[src/rtl/zcv_pkg.sv]
package zcv_pkg;
  // Coefficient for a fine code: unity (1 << frac) at the unity code,
  // multiplied by 10^(+-1/20) per step in 16-bit fixed point with rounding.
  function automatic longint gain_coef(input int code, input int unity, input int frac);
    longint c;
    c = longint'(1) << frac;
    if (code >= unity) begin
      for (int i = unity; i < code; i++) c = (c * 73533 + 32768) >>> 16;
    end else begin
      for (int i = code; i < unity; i++) c = (c * 58409 + 32768) >>> 16;
    end
    return c;
  endfunction

  typedef enum logic [1:0] {
    ATT_0DB  = 2'b00,
    ATT_6DB  = 2'b01,
    ATT_12DB = 2'b10,
    ATT_MUTE = 2'b11
  } attn_e;
endpackage

[src/rtl/zcv_gain_rom.sv]
module zcv_gain_rom #(
  parameter int VOL_W    = 7,
  parameter int COEF_W   = 16,
  parameter int FRAC     = 14,
  parameter int UNITY    = 121,
  parameter int MUTE_MAX = 47
) (
  input  logic [VOL_W-1:0]  code,
  output logic [COEF_W-1:0] coef
);
  localparam int DEPTH = 1 << VOL_W;

  logic [COEF_W-1:0] rom [DEPTH];

  for (genvar i = 0; i < DEPTH; i++) begin : g_entry
    if (i <= MUTE_MAX) begin : g_mute
      assign rom[i] = '0;
    end else begin : g_gain
      assign rom[i] = COEF_W'(zcv_pkg::gain_coef(i, UNITY, FRAC));
    end
  end

  assign coef = rom[code];
endmodule

[src/rtl/zcv_zc_timer.sv]
module zcv_zc_timer #(
  parameter int DATA_W  = 16,
  parameter int VOL_W   = 7,
  parameter int RATE_W  = 2,
  parameter int TO_BASE = 10,
  parameter int UNITY   = 121
) (
  input  logic              clk,
  input  logic              rst_n,
  input  logic              accept,
  input  logic [DATA_W-1:0] sample,
  input  logic              vol_we,
  input  logic [VOL_W-1:0]  vol_code,
  input  logic              zc_en,
  input  logic              to_en,
  input  logic [RATE_W-1:0] to_rate,
  output logic [VOL_W-1:0]  eff_code,
  output logic [VOL_W-1:0]  act_code,
  output logic [VOL_W-1:0]  pend_code,
  output logic              pend_q,
  output logic              zc_hit,
  output logic              to_hit
);
  localparam int MAX_RATE = (1 << RATE_W) - 1;
  localparam int CNT_W    = TO_BASE + 2 * MAX_RATE + 1;

  logic              prev_sign;
  logic [CNT_W-1:0]  cnt;
  logic [CNT_W-1:0]  last;
  logic              apply;

  assign last   = ({{(CNT_W-1){1'b0}}, 1'b1} << (TO_BASE + 2 * int'(to_rate))) - 1'b1;
  assign zc_hit = (sample[DATA_W-1] != prev_sign) || (sample == '0);
  assign to_hit = to_en && (cnt == last);
  assign apply  = pend_q && accept && !vol_we && (zc_hit || to_hit || !zc_en);

  assign eff_code = apply ? pend_code : act_code;

  always_ff @(posedge clk) begin
    if (!rst_n) begin
      act_code  <= VOL_W'(UNITY);
      pend_code <= VOL_W'(UNITY);
      pend_q    <= 1'b0;
      prev_sign <= 1'b0;
      cnt       <= '0;
    end else begin
      if (accept) prev_sign <= sample[DATA_W-1];
      if (vol_we) begin
        cnt <= '0;
        if (zc_en) begin
          pend_code <= vol_code;
          pend_q    <= 1'b1;
        end else begin
          act_code <= vol_code;
          pend_q   <= 1'b0;
        end
      end else if (apply) begin
        act_code <= pend_code;
        pend_q   <= 1'b0;
        cnt      <= '0;
      end else if (pend_q && to_en && accept) begin
        cnt <= cnt + 1'b1;
      end
    end
  end
endmodule

[src/rtl/zcv_scaler.sv]
module zcv_scaler #(
  parameter int DATA_W = 16,
  parameter int COEF_W = 16,
  parameter int FRAC   = 14
) (
  input  logic signed [DATA_W-1:0] sample,
  input  logic [COEF_W-1:0]        coef,
  input  logic [1:0]               attn,
  output logic signed [DATA_W-1:0] result
);
  import zcv_pkg::*;

  localparam int PW = DATA_W + COEF_W + 1;
  localparam logic signed [PW-1:0] SAT_HI = PW'((longint'(1) << (DATA_W-1)) - 1);
  localparam logic signed [PW-1:0] SAT_LO = -PW'(longint'(1) << (DATA_W-1));

  logic signed [PW-1:0] prod;
  logic signed [PW-1:0] scaled;
  logic signed [PW-1:0] shifted;

  assign prod   = PW'(sample) * $signed({1'b0, coef});
  assign scaled = prod >>> FRAC;

  always_comb begin
    result = '0;
    unique case (attn_e'(attn))
      ATT_0DB:  shifted = scaled;
      ATT_6DB:  shifted = scaled >>> 1;
      ATT_12DB: shifted = scaled >>> 2;
      default:  shifted = '0;
    endcase
    if (shifted > SAT_HI)      result = SAT_HI[DATA_W-1:0];
    else if (shifted < SAT_LO) result = SAT_LO[DATA_W-1:0];
    else                       result = shifted[DATA_W-1:0];
  end
endmodule

[src/rtl/zc_volume_gate.sv]
module zc_volume_gate #(
  parameter int DATA_W   = 16,
  parameter int VOL_W    = 7,
  parameter int COEF_W   = 16,
  parameter int FRAC     = 14,
  parameter int RATE_W   = 2,
  parameter int TO_BASE  = 10,
  parameter int UNITY    = 121,
  parameter int MUTE_MAX = 47
) (
  input  logic              clk,
  input  logic              rst_n,
  input  logic              vol_we,
  input  logic [VOL_W-1:0]  vol_code,
  input  logic              ctl_we,
  input  logic [1:0]        ctl_attn,
  input  logic              ctl_zc_en,
  input  logic              ctl_to_en,
  input  logic [RATE_W-1:0] ctl_to_rate,
  input  logic              in_valid,
  output logic              in_ready,
  input  logic [DATA_W-1:0] in_data,
  output logic              out_valid,
  input  logic              out_ready,
  output logic [DATA_W-1:0] out_data
);
  logic [1:0]        attn_q;
  logic              zc_en_q;
  logic              to_en_q;
  logic [RATE_W-1:0] rate_q;
  logic              accept;
  logic [VOL_W-1:0]  eff_code;
  logic [VOL_W-1:0]  act_code;
  logic [VOL_W-1:0]  pend_code;
  logic              pend_q;
  logic              zc_hit;
  logic              to_hit;
  logic [COEF_W-1:0] coef;
  logic [DATA_W-1:0] result;

  assign in_ready = !out_valid || out_ready;
  assign accept   = in_valid && in_ready;

  always_ff @(posedge clk) begin
    if (!rst_n) begin
      attn_q  <= 2'b11;
      zc_en_q <= 1'b0;
      to_en_q <= 1'b0;
      rate_q  <= '0;
    end else if (ctl_we) begin
      attn_q  <= ctl_attn;
      zc_en_q <= ctl_zc_en;
      to_en_q <= ctl_to_en;
      rate_q  <= ctl_to_rate;
    end
  end

  zcv_zc_timer #(
    .DATA_W(DATA_W), .VOL_W(VOL_W), .RATE_W(RATE_W),
    .TO_BASE(TO_BASE), .UNITY(UNITY)
  ) u_gate (
    .clk(clk), .rst_n(rst_n), .accept(accept), .sample(in_data),
    .vol_we(vol_we), .vol_code(vol_code), .zc_en(zc_en_q),
    .to_en(to_en_q), .to_rate(rate_q), .eff_code(eff_code),
    .act_code(act_code), .pend_code(pend_code), .pend_q(pend_q),
    .zc_hit(zc_hit), .to_hit(to_hit)
  );

  zcv_gain_rom #(
    .VOL_W(VOL_W), .COEF_W(COEF_W), .FRAC(FRAC),
    .UNITY(UNITY), .MUTE_MAX(MUTE_MAX)
  ) u_rom (
    .code(eff_code), .coef(coef)
  );

  zcv_scaler #(
    .DATA_W(DATA_W), .COEF_W(COEF_W), .FRAC(FRAC)
  ) u_scale (
    .sample(in_data), .coef(coef), .attn(attn_q), .result(result)
  );

  always_ff @(posedge clk) begin
    if (!rst_n) begin
      out_valid <= 1'b0;
      out_data  <= '0;
    end else if (accept) begin
      out_valid <= 1'b1;
      out_data  <= result;
    end else if (out_ready) begin
      out_valid <= 1'b0;
    end
  end
endmodule

[config.mk]
export PLATFORM = sky130hd
export DESIGN_NAME = zc_volume_gate
export DESIGN_NICKNAME = d
export VERILOG_FILES = /design/src/rtl/zcv_pkg.sv /design/src/rtl/zcv_gain_rom.sv /design/src/rtl/zcv_zc_timer.sv /design/src/rtl/zcv_scaler.sv /design/src/rtl/zc_volume_gate.sv
export SDC_FILE = /design/constraint.sdc
export NUM_CORES = 1
export LEC_CHECK = 0
export ABC_AREA = 1
export BUFFER_PORTS_ARGS = -buffer_cell sky130_fd_sc_hd__buf_2
export CORE_MARGIN = 5
export CORE_UTILIZATION = 30
export DETAILED_ROUTE_END_ITERATION = 7
export HOLD_SLACK_MARGIN = 0.12
export PLACE_DENSITY = 0.45
export SLEW_MARGIN = 20
export SYNTH_ARGS = -nofsm -noshare
export SYNTH_HDL_FRONTEND = slang
export SYNTH_SLANG_ARGS = --single-unit
[constraint.sdc]
create_clock -name clk -period 22.2 [get_ports clk]
set_input_delay 3.33 -clock clk [delete_from_list [all_inputs] [get_ports clk]]
set_output_delay 3.33 -clock clk [all_outputs]
set_load 0.01 [all_outputs]
==> flow_metrics.env <==
export IMPL_ys_types=53
export IMPL_fillers=4597
export IMPL_r2r_start="rate_q[1]"
export IMPL_holdWs_ns=0.482
export IMPL_endpoint_kind="flop"
export IMPL_area_growth_pct=6.71
export IMPL_hold_buffers=0
export IMPL_pin_count=53
export IMPL_grt_pass1_vias=11500
export IMPL_worstSetupStartpoint="in_data[9]"
export IMPL_avgViaCountPerCell=4.87
export IMPL_criticalPathCategory="primary input to flop"
export IMPL_hold_path_class="flop to flop"
export IMPL_seqCellArea_sq_um=1120
export IMPL_synth_commonest_cells="nand2_1, inv_1, nor2_1, fa_1, ha_1"
export IMPL_multi_input_area_sq_um=9970
export IMPL_tightest_slew_ns=1.05
export IMPL_post_route_min_period_ns=13.24
export IMPL_status="completed"
export IMPL_ys_seq_elements=56
export IMPL_syn_area_per_cell_sq_um=7.10
export IMPL_dieArea_sq_um=46600
export IMPL_crit_path_frequent_cell="nand2_1"
export IMPL_insertion_delay_ns=0.29
export IMPL_hold_viol=0
export IMPL_synthArstFlopShare_pct=0
export IMPL_netlist_area_sq_um=12700
export IMPL_required_ns=22.39
export IMPL_cts_root_buf="clkbuf_16"
export IMPL_relSlewSlack_pct=29.8
export IMPL_max_clock_path_buffers=2
export IMPL_r2r_end="out_data[10]"
export IMPL_firstDrtPassIters=5
export IMPL_cts_tree="done"
export IMPL_cts_resized=0
export IMPL_ys_top_cells_by_area="fa_1, ha_1, nand2_1"
export IMPL_n_antenna_cell=0
export IMPL_dp_hpwl_mm=35.0
export IMPL_period_share_pct=59.6
export IMPL_synth_nets=2136
export IMPL_synth_largest_area_cell="fa_1"
export IMPL_r2r_slack_ns=11.48
export IMPL_synth_most_common_cell="nand2_1"
export IMPL_cts_max_level=2
export IMPL_wire_per_inst_um=17.7
export IMPL_synth_top_area_share_pct=28.2
export IMPL_die_y_um=216
export IMPL_core_area_sq_um=41900
export IMPL_synthCells=1788
export IMPL_startpoint_type="primary input"
export IMPL_clkSinkCount=56
export IMPL_clkTransAtPathRegs_ns=0.08
export IMPL_maxCapViolations=0
export IMPL_ys_warn_count=0
export IMPL_endpoint="out_data[10]"
export IMPL_grt_max_degree=35
export IMPL_antenna_found_initial=0
export IMPL_finalMaxSlewViolations=0
export IMPL_ys_seq_area_share_pct=8.83
export IMPL_fmax_mhz=75.5
export IMPL_ant_nets=0
export IMPL_place_area_sq_um=13400
export IMPL_crit_fanout=15
export IMPL_initial_core_util_pct=30.3
export IMPL_grt_usage_pct=17.7
export IMPL_crit_slowest_cell="fa_1"
export IMPL_cts_buffers=5
export IMPL_drive_gt1_share_pct=6.93
export IMPL_fin_nets=2152
export IMPL_gp_congestion=0.897
export IMPL_grt_pass1_wl_mm=66.0
export IMPL_postCtsSetupBuffers=0
export IMPL_cp_data_arrival_time_ns=13.42
export IMPL_final_area_sq_um=13600
export IMPL_portBuffers=52
export IMPL_finClkSkew_ns=0.0120
export IMPL_drc=0
export IMPL_rsz0062_at_grt="no"
export IMPL_gr_total_overflow=0
export IMPL_row_count=75
export IMPL_totalWireLength_mm=41.6
export IMPL_tns_ns=0
export IMPL_reg2regPathDepth=46
export IMPL_yosys_most_used_dff="dfxtp_1"
export IMPL_synth_edff_count=0
export IMPL_fp_dieW_um=216
export IMPL_setup_viol=0
export IMPL_num_vias=11400
export IMPL_drtIter0Drc=854
export IMPL_cpPeakStageDelay_ns=0.56
==> critical path: cells and delay by family <==
family	cells	cell delay [ns]
and+or+nand+nor	24	3.24
buffers and inverters	7	0.95
adders and majority gates	8	4.09
AOI/OAI and AO/OA	7	1.76
==> kinds of logic (layout without fill, tap and decap cells) <==
kind of cell | Yosys count | count (layout) | share of synthesized area [%]
flops | 56 | 56 | 8.83
fa+ha+maj | 313 | 313 | 41.4
simple gates | 835 | 835 | 28.4
xor+xnor | 24 | 24 | 1.65
compound gates | 154 | 154 | 7.04
buf+inv | 406 | 423 | 12.7
==> per-layer routing <==
metal,GRT usage [%],vias to the layer above,share of wire [%]
li1,-,5514,-
met1,25.7,5549,47
met2,28.9,310,46
met3,2.33,33,5.2
met4,2.43,0,1.3
met5,0,-,0
==> placed cells by master, fill, tap and decap left out, types with 15 or more instances in the layout <==
cell     count
o21ai_0     52
fa_1       179
nand2_2     19
nand2_1    382
ha_1       134
buf_2       52
a21oi_1     57
nand3_1    102
nor3_1      15
inv_1      339
nor2_1     261
dfxtp_1     56
xor2_1      18
==> registers in the layout, summed over array words and instances (netlist names) <==
signal and count:
rate_q 2, out_data 16, attn_q 2, u_gate.pend_code 7, u_gate.act_code 7, out_valid 1, u_gate.pend_q 1, to_en_q 1
zc_en_q 1, u_gate.prev_sign 1, u_gate.cnt 17
==> per-stage QoR <==
stage,utilization (%),std cells,worst slack [ns]
after global routing,32.3,2344,8.09
after detailed placement,31.9,2336,8.75
after CTS,32.3,2344,8.99
after floorplan,-,1788,10.91
final,32.3,2344,8.96
after global placement,31.9,2336,8.67
==> cell type report <==
cell class	instances	area share (%)
multi-input combinational	1326	73.6
clock inverter	1	0.0554
clock buffer	7	1.05
inverter	360	9.97
sequential	56	8.27
timing repair buffer	55	2.09
tap	539	4.98
==> worst min-delay path by stage <==
stage | start | to | cells after the start
2_1_floorplan | u_gate.pend_code[6] | u_gate.pend_code[6] | 2
3_3_place_gp | to_en_q | to_en_q | 2
3_5_place_dp | u_gate.act_code[3] | u_gate.act_code[3] | 2
4_1_cts | u_gate.pend_code[3] | u_gate.pend_code[3] | 2
5_1_grt | u_gate.pend_code[3] | u_gate.pend_code[3] | 2
6_report | u_gate.act_code[3] | u_gate.act_code[3] | 2
Power is left out: the tool's default activity adds up to more than one toggle a clock period on the data nets, which glitch-free logic cannot reach.
